## src/rtl/kbc_pkg.sv

```systemverilog
package kbc_pkg;

   localparam logic [7:0] C_RD_MODE   = 8'h20;
   localparam logic [7:0] C_WR_MODE   = 8'h60;
   localparam logic [7:0] C_AUX_OFF   = 8'hA7;
   localparam logic [7:0] C_AUX_ON    = 8'hA8;
   localparam logic [7:0] C_AUX_TEST  = 8'hA9;
   localparam logic [7:0] C_SELFTEST  = 8'hAA;
   localparam logic [7:0] C_KBD_TEST  = 8'hAB;
   localparam logic [7:0] C_KBD_OFF   = 8'hAD;
   localparam logic [7:0] C_KBD_ON    = 8'hAE;
   localparam logic [7:0] C_RD_INPORT = 8'hC0;
   localparam logic [7:0] C_RD_OUTP   = 8'hD0;
   localparam logic [7:0] C_WR_OUTP   = 8'hD1;
   localparam logic [7:0] C_WR_KBUF   = 8'hD2;
   localparam logic [7:0] C_WR_ABUF   = 8'hD3;
   localparam logic [7:0] C_WR_AUXDEV = 8'hD4;
   localparam logic [7:0] C_A20_OFF   = 8'hDD;
   localparam logic [7:0] C_A20_ON    = 8'hDF;
   localparam logic [7:0] C_RD_TSTIN  = 8'hE0;
   localparam logic [7:0] C_NONE      = 8'h00;

   typedef enum logic [2:0] {
      RS_ZERO,
      RS_MODE,
      RS_SELFOK,
      RS_INPORT,
      RS_OUTPORT,
      RS_TESTIN
   } resp_src_e;

   typedef struct packed {
      logic      arm;
      logic      resp;
      resp_src_e src;
      logic      kdis_set;
      logic      kdis_clr;
      logic      adis_set;
      logic      adis_clr;
      logic      recheck;
      logic      a20_on;
      logic      a20_off;
      logic      sys_rst;
      logic      selftest;
   } cmd_dec_t;

endpackage

```

## src/rtl/kbc_cmd_classify.sv

```systemverilog
module kbc_cmd_classify
   import kbc_pkg::*;
#(
   parameter int DW            = 8,
   parameter bit RAM_READ_ZERO = 1'b1
) (
   input  logic [DW-1:0] cmd,
   output cmd_dec_t      dec
);

   localparam logic [7:0] RAM_LO = 8'h21;
   localparam logic [7:0] RAM_HI = 8'h3F;

   logic ram_hit;
   logic pulse_hit;

   generate
      if (RAM_READ_ZERO) begin : g_ram_zero
         assign ram_hit = (cmd[7:0] >= RAM_LO) && (cmd[7:0] <= RAM_HI);
      end else begin : g_ram_ignore
         assign ram_hit = 1'b0;
      end
   endgenerate

   // pulse group: upper nibble F, bits 3..1 set; bit 0 selects reset or no-op
   assign pulse_hit = (cmd[7:4] == 4'hF) && (cmd[3:1] == 3'b111);

   always_comb begin
      dec     = '0;
      dec.src = RS_ZERO;
      unique case (cmd[7:0])
         C_RD_MODE:   begin dec.resp = 1'b1; dec.src = RS_MODE; end
         C_WR_MODE,
         C_WR_OUTP,
         C_WR_KBUF,
         C_WR_ABUF,
         C_WR_AUXDEV: dec.arm = 1'b1;
         C_AUX_OFF:   dec.adis_set = 1'b1;
         C_AUX_ON:    begin dec.adis_clr = 1'b1; dec.recheck = 1'b1; end
         C_AUX_TEST,
         C_KBD_TEST:  dec.resp = 1'b1;
         C_SELFTEST:  begin
            dec.resp     = 1'b1;
            dec.src      = RS_SELFOK;
            dec.selftest = 1'b1;
            dec.kdis_set = 1'b1;
         end
         C_KBD_OFF:   dec.kdis_set = 1'b1;
         C_KBD_ON:    begin dec.kdis_clr = 1'b1; dec.recheck = 1'b1; end
         C_RD_INPORT: begin dec.resp = 1'b1; dec.src = RS_INPORT; end
         C_RD_OUTP:   begin dec.resp = 1'b1; dec.src = RS_OUTPORT; end
         C_A20_OFF:   dec.a20_off = 1'b1;
         C_A20_ON:    dec.a20_on = 1'b1;
         C_RD_TSTIN:  begin dec.resp = 1'b1; dec.src = RS_TESTIN; end
         default: begin
            if (pulse_hit) begin
               dec.sys_rst = ~cmd[0];
            end else if (ram_hit) begin
               dec.resp = 1'b1;
            end
         end
      endcase
   end

endmodule

```

## src/rtl/kbc_ctrl_state.sv

```systemverilog
module kbc_ctrl_state
   import kbc_pkg::*;
#(
   parameter int            DW           = 8,
   parameter logic [DW-1:0] MODE_INIT    = '0,
   parameter logic [DW-1:0] OUTPORT_INIT = 8'h01,
   parameter int            KDIS_BIT     = 4,
   parameter int            ADIS_BIT     = 5
) (
   input  logic          clk,
   input  logic          rst_n,
   input  logic          cmd_wr,
   input  logic          data_wr,
   input  logic [DW-1:0] wbyte,
   input  cmd_dec_t      dec,
   output logic [DW-1:0] mode_q,
   output logic [DW-1:0] outport_q,
   output logic [DW-1:0] pending_q,
   output logic          selftest_q
);

   localparam int A20_BIT = 1;

   always_ff @(posedge clk) begin
      if (!rst_n) begin
         mode_q     <= MODE_INIT;
         outport_q  <= OUTPORT_INIT;
         pending_q  <= C_NONE;
         selftest_q <= 1'b0;
      end else if (cmd_wr) begin
         if (dec.arm)      pending_q <= wbyte;
         if (dec.kdis_set) mode_q[KDIS_BIT] <= 1'b1;
         if (dec.kdis_clr) mode_q[KDIS_BIT] <= 1'b0;
         if (dec.adis_set) mode_q[ADIS_BIT] <= 1'b1;
         if (dec.adis_clr) mode_q[ADIS_BIT] <= 1'b0;
         if (dec.selftest) selftest_q <= 1'b1;
         if (dec.a20_on)   outport_q[A20_BIT] <= 1'b1;
         if (dec.a20_off)  outport_q[A20_BIT] <= 1'b0;
      end else if (data_wr) begin
         if (pending_q == C_WR_MODE) mode_q    <= wbyte;
         if (pending_q == C_WR_OUTP) outport_q <= wbyte;
         pending_q <= C_NONE;
      end
   end

endmodule

```

## src/rtl/kbc_out_stage.sv

```systemverilog
module kbc_out_stage
   import kbc_pkg::*;
#(
   parameter int            DW           = 8,
   parameter logic [DW-1:0] INPORT_VALUE = 8'hBF,
   parameter int            KDIS_BIT     = 4
) (
   input  logic          clk,
   input  logic          rst_n,
   input  logic          cmd_wr,
   input  logic          data_wr,
   input  logic [DW-1:0] wbyte,
   input  cmd_dec_t      dec,
   input  logic [DW-1:0] pending,
   input  logic [DW-1:0] mode,
   input  logic          a20_now,
   input  logic          kbd_full,
   input  logic          aux_full,
   output logic          q_push,
   output logic          q_is_aux,
   output logic [DW-1:0] q_byte,
   output logic          kbd_tx_valid,
   output logic [DW-1:0] kbd_tx_byte,
   output logic          aux_tx_valid,
   output logic [DW-1:0] aux_tx_byte,
   output logic          sys_reset_req,
   output logic          irq_recheck
);

   logic [DW-1:0] resp_byte;
   logic [DW-1:0] outp_view;
   logic          n_push, n_aux, n_ktx, n_atx, n_rst, n_rechk;
   logic [DW-1:0] n_byte;

   always_comb begin
      outp_view    = '0;
      outp_view[0] = 1'b1;
      outp_view[1] = a20_now;
      outp_view[4] = kbd_full;
      outp_view[5] = aux_full;
   end

   always_comb begin
      unique case (dec.src)
         RS_MODE:    resp_byte = mode;
         RS_SELFOK:  resp_byte = 8'h55;
         RS_INPORT:  resp_byte = INPORT_VALUE;
         RS_OUTPORT: resp_byte = outp_view;
         RS_TESTIN:  resp_byte = {{(DW-1){1'b0}}, ~mode[KDIS_BIT]};
         default:    resp_byte = '0;
      endcase
   end

   always_comb begin
      n_push  = 1'b0;
      n_aux   = 1'b0;
      n_ktx   = 1'b0;
      n_atx   = 1'b0;
      n_rst   = 1'b0;
      n_rechk = 1'b0;
      n_byte  = wbyte;
      if (cmd_wr) begin
         n_push  = dec.resp;
         n_byte  = resp_byte;
         n_rst   = dec.sys_rst;
         n_rechk = dec.recheck;
      end else if (data_wr) begin
         unique case (pending)
            C_WR_KBUF:   n_push = 1'b1;
            C_WR_ABUF:   begin n_push = 1'b1; n_aux = 1'b1; end
            C_WR_AUXDEV: n_atx = 1'b1;
            C_WR_OUTP:   n_rst = ~wbyte[0];
            C_NONE:      n_ktx = 1'b1;
            default:     ;
         endcase
      end
   end

   always_ff @(posedge clk) begin
      if (!rst_n) begin
         q_push        <= 1'b0;
         q_is_aux      <= 1'b0;
         q_byte        <= '0;
         kbd_tx_valid  <= 1'b0;
         kbd_tx_byte   <= '0;
         aux_tx_valid  <= 1'b0;
         aux_tx_byte   <= '0;
         sys_reset_req <= 1'b0;
         irq_recheck   <= 1'b0;
      end else begin
         q_push        <= n_push;
         q_is_aux      <= n_aux;
         kbd_tx_valid  <= n_ktx;
         aux_tx_valid  <= n_atx;
         sys_reset_req <= n_rst;
         irq_recheck   <= n_rechk;
         if (n_push) q_byte      <= n_byte;
         if (n_ktx)  kbd_tx_byte <= wbyte;
         if (n_atx)  aux_tx_byte <= wbyte;
      end
   end

endmodule

```

## src/rtl/kbc_cmd_decoder.sv

```systemverilog
module kbc_cmd_decoder
   import kbc_pkg::*;
#(
   parameter int            DW            = 8,
   parameter logic [DW-1:0] MODE_INIT     = '0,
   parameter logic [DW-1:0] OUTPORT_INIT  = 8'h01,
   parameter logic [DW-1:0] INPORT_VALUE  = 8'hBF,
   parameter int            KDIS_BIT      = 4,
   parameter int            ADIS_BIT      = 5,
   parameter bit            RAM_READ_ZERO = 1'b1
) (
   input  logic          clk,
   input  logic          rst_n,
   input  logic          host_wr,
   input  logic          host_is_cmd,
   input  logic [DW-1:0] host_byte,
   input  logic          kbd_obuf_full,
   input  logic          aux_obuf_full,
   output logic          q_push,
   output logic          q_is_aux,
   output logic [DW-1:0] q_byte,
   output logic          kbd_tx_valid,
   output logic [DW-1:0] kbd_tx_byte,
   output logic          aux_tx_valid,
   output logic [DW-1:0] aux_tx_byte,
   output logic          a20_gate,
   output logic          sys_reset_req,
   output logic          irq_recheck,
   output logic          selftest_done
);

   generate
      if (DW != 8) begin : g_bad_width
         $error("kbc_cmd_decoder: DW must be 8");
      end
      if (KDIS_BIT == ADIS_BIT || KDIS_BIT >= DW || ADIS_BIT >= DW) begin : g_bad_bits
         $error("kbc_cmd_decoder: disable bit positions invalid");
      end
   endgenerate

   cmd_dec_t      dec;
   logic          cmd_wr, data_wr;
   logic [DW-1:0] mode_q, outport_q, pending_q;

   assign cmd_wr   = host_wr &  host_is_cmd;
   assign data_wr  = host_wr & ~host_is_cmd;
   assign a20_gate = outport_q[1];

   kbc_cmd_classify #(
      .DW(DW), .RAM_READ_ZERO(RAM_READ_ZERO)
   ) u_classify (
      .cmd (host_byte),
      .dec (dec)
   );

   kbc_ctrl_state #(
      .DW(DW), .MODE_INIT(MODE_INIT), .OUTPORT_INIT(OUTPORT_INIT),
      .KDIS_BIT(KDIS_BIT), .ADIS_BIT(ADIS_BIT)
   ) u_state (
      .clk        (clk),
      .rst_n      (rst_n),
      .cmd_wr     (cmd_wr),
      .data_wr    (data_wr),
      .wbyte      (host_byte),
      .dec        (dec),
      .mode_q     (mode_q),
      .outport_q  (outport_q),
      .pending_q  (pending_q),
      .selftest_q (selftest_done)
   );

   kbc_out_stage #(
      .DW(DW), .INPORT_VALUE(INPORT_VALUE), .KDIS_BIT(KDIS_BIT)
   ) u_out (
      .clk           (clk),
      .rst_n         (rst_n),
      .cmd_wr        (cmd_wr),
      .data_wr       (data_wr),
      .wbyte         (host_byte),
      .dec           (dec),
      .pending       (pending_q),
      .mode          (mode_q),
      .a20_now       (outport_q[1]),
      .kbd_full      (kbd_obuf_full),
      .aux_full      (aux_obuf_full),
      .q_push        (q_push),
      .q_is_aux      (q_is_aux),
      .q_byte        (q_byte),
      .kbd_tx_valid  (kbd_tx_valid),
      .kbd_tx_byte   (kbd_tx_byte),
      .aux_tx_valid  (aux_tx_valid),
      .aux_tx_byte   (aux_tx_byte),
      .sys_reset_req (sys_reset_req),
      .irq_recheck   (irq_recheck)
   );

endmodule

```

## config.mk

```make
export PLATFORM = sky130hd
export DESIGN_NAME = kbc_cmd_decoder
export DESIGN_NICKNAME = d
export VERILOG_FILES = /design/src/rtl/kbc_pkg.sv /design/src/rtl/kbc_cmd_classify.sv /design/src/rtl/kbc_ctrl_state.sv /design/src/rtl/kbc_out_stage.sv /design/src/rtl/kbc_cmd_decoder.sv
export SDC_FILE = /design/constraint.sdc
export NUM_CORES = 1
export LEC_CHECK = 0
export ABC_AREA = 1
export BUFFER_PORTS_ARGS = -buffer_cell sky130_fd_sc_hd__buf_4
export CORE_ASPECT_RATIO = 0.75
export CORE_UTILIZATION = 25
export DETAILED_ROUTE_END_ITERATION = 7
export SYNTH_ARGS = -nofsm -noshare
export SYNTH_HDL_FRONTEND = slang
export SYNTH_SLANG_ARGS = --single-unit
```

## constraint.sdc

```tcl
create_clock -name clk -period 2 [get_ports clk]
set_input_delay 0.1 -clock clk [delete_from_list [all_inputs] [get_ports clk]]
set_output_delay 0.1 -clock clk [all_outputs]
set_load 0.01 [all_outputs]
```

==> impl_metrics.csv <==
group,metric,value,unit
run_status,status,"completed",
worst_setup_path,crit_arrival,1.86,ns
timing,slew_violations,0,
yosys,synth_area_leader_cell,"dfxtp_1",
clock_tree,cts_tree,"done",
drt,ant_nets,0,
clock_tree,cts_buffers,5,
cells_and_area,drive_gt1_share,21.1,%
yosys,synthCells,328,
yosys,synth_area_per_cell,7.04,sq um
floorplan,die-area,9630,sq um
power,worst_ir_drop_vdd,520,uV
cells_and_area,utilization,33.4,%
global_route,grt_pass1_wl,11.6,mm
clock_tree,path_clk_slew,0.06,ns
worst_setup_path,crit_path_end_kind,"flop",
floorplan,ios,46,
worst_setup_path,timing_worst_setup_path_type,"flop to flop",
drt,drt-total-wl,7.23,mm
drt,drt_iter0_markers,142,
drt,vias,2372,
placement,place.gp.congestion,0.923,
clock_tree,htreeDepth,2,
clock_tree,clockBufferDepth,2,
timing,totalNegativeSetupSlack,0,ns
job,max_cap_violations,0,
cells_and_area,antennaDiodeCount,0,
power,cellPowerDensity,709,nW/um^2
worst_setup_path,setup.worst_path.start_class,"flop",
floorplan,rows,29,
cells_and_area,mostFrequentLayoutCells,"59 x nand2_1, 48 x buf_4, 48 x dfxtp_1",
floorplan,start_util,26.5,%
worst_setup_path,worstPathCellList,"inv_1, nor2_1, nand3_1, inv_1, nand4_1, nand2_4, inv_4, nor2_1, nor2_1",
global_route,grt_usage,15.7,%
timing,finalSetupViolations,0,
timing,min_period,1.68,ns
yosys,yosys-top-cells-area,"dfxtp_1 42%, nand2_1 9.6%, a21oi_1 7.6%",
timing,fin_skew,0.00310,ns
power,power.total,2.06,mW
worst_setup_path,critical_path.max_stage_delay,0.40,ns
timing,finalHoldViolations,0,
timing,tightest_slew,0.550,ns
timing,fin_hold_ws,0.129,ns
yosys,ys_ff_latch,48,
yosys,synth_cell_types,31,
yosys,synth_top_area_share,41.6,%
global_route,first_global_vias,2334,
clock_tree,postCtsResizedCells,0,
cells_and_area,n_fill_cell,951,
clock_tree,clock_sinks,48,
yosys,yosysSeqAreaShare,41.6,%
drt,first_pass_iters,4,
drt,avgRoutedWirePerCell,15.0,um
global_route,antenna_found_initial,0,
timing,rsz0062_at_grt,"false",
cells_and_area,final_nets,388,
clock_tree,postCtsSetupBuffers,0,
floorplan,die_h,85.2,um
clock_tree,cts_hold_buf,0,
global_route,grt_overflow,0,
floorplan,coreArea,8710,sq um
yosys,synth_area,2310,sq um
yosys,yosys_warnings,0,
worst_setup_path,worstPathRequired,2.19,ns
worst_setup_path,path_common_cell,"nor2_1",
placement,dp_hpwl,5.26,mm
cells_and_area,seq_area,961,sq um
placement,portBuffers,45,
worst_setup_path,crit_fanout,9,
timing,slew_headroom,63.1,%
floorplan,die_w,113,um
clock_tree,cts_root_buffer,"clkbuf_16",
drt,drc,0,
timing,max_freq,596,MHz
power,leakage,1.35,nW
clock_tree,clock_latency,0.29,ns
cells_and_area,final_common_cell,"nand2_1",
global_route,grt_max_degree,31,
timing,period_share,83.9,%
hold_path,hold_class,"primary input to flop",
yosys,synthesis.nets,342,
cells_and_area,area_delta_synth_final,26.2,%
drt,via_per_inst,4.91,
cells_and_area,multi_input_area,1150,sq um
worst_setup_path,critPathSlowestCell,"nand4_1",
==> where the power goes <==
group	internal, mW	switching [mW]
Combinational	0.0703	0.138
Sequential	0.974	0.0107
Clock	0.500	0.371
Total	1.54	0.520
==> state kept, by name, indices dropped and copies added (netlist names), 8 cells and up <==
signal / count
u_state.mode_q: 8
u_out.q_byte: 8
u_out.kbd_tx_byte: 8
u_out.aux_tx_byte: 8
u_state.pending_q: 8
==> synthesized netlist by cell type, drive strengths merged <==
cell and instances:
a211oi 3, a21oi 35, a31oi 1, buf 4, clkbuf 5, clkinv 2, dfxtp 48, inv 38
nand2 70, nand3 19, nand3b 6, nand4 8, nor2 43, nor3 2, nor4 2, o211ai 1
o21a 2, o21ai 35, o31ai 2, or2 2
==> final cells by class <==
type / instances / share of cell area, %
clock buffer: 6 / 4.77
sequential: 48 / 33.0
tap: 108 / 4.64
inverter: 40 / 5.24
timing repair buffer: 48 / 12.4
multi-input combinational: 231 / 39.5
clock inverter: 2 / 0.473
==> through the flow <==
stage | instance area [sq um] | instances | worst slack [ns]
floorplan | 2310 | 328 | 0.622
global placement | 2760 | 475 | 0.368
detailed placement | 2760 | 475 | 0.320
CTS | 2910 | 483 | 0.326
global route | 2910 | 483 | 0.116
finish | 2910 | 483 | 0.323
==> worst max-delay path: cells and delay by family (launching register included) <==
family	cells	cell delay, ns
flip-flops	1	0.33
buffers and inverters	3	0.23
AND/OR/NAND/NOR	6	1.04
==> cells by family (layout without fill, tap and decap cells) <==
logic type | count (synthesis) | count (layout) | share of synthesized area, %
AO/OA/AOI/OAI | 79 | 79 | 18.0
buffers and inverters | 49 | 96 | 8.51
AND/OR/NAND/NOR | 152 | 152 | 31.8
flip-flops | 48 | 48 | 41.6
==> per-layer routing <==
metal / part of all wire [%] / track usage [%] / vias to the layer above
met2: 42 / 24.2 / 81
met3: 7.9 / 4.14 / 11
met4: 1.5 / 4.43 / 0
met5: 0 / 0 / -
li1: - / - / 1178
met1: 49 / 21.8 / 1102
==> path summary, 6_finish.rpt <==
kind	startpoint	to	slack (ns)	cells after the start
worst max-delay path	u_state.pending_q[4]$_SDFFE_PN0P_	u_out.q_byte[2]$_SDFFE_PN0P_	0.32	9
worst min-delay path	host_byte[1]	u_state.outport_q[1]$_SDFFE_PN0P_	0.13	3
worst max register to register	u_state.pending_q[4]$_SDFFE_PN0P_	u_out.q_byte[2]$_SDFFE_PN0P_	0.32	9
worst min register to register	u_state.mode_q[6]$_SDFFE_PN0P_	u_state.mode_q[6]$_SDFFE_PN0P_	0.45	2
Note: power is estimated with default switching activity, not from simulation.
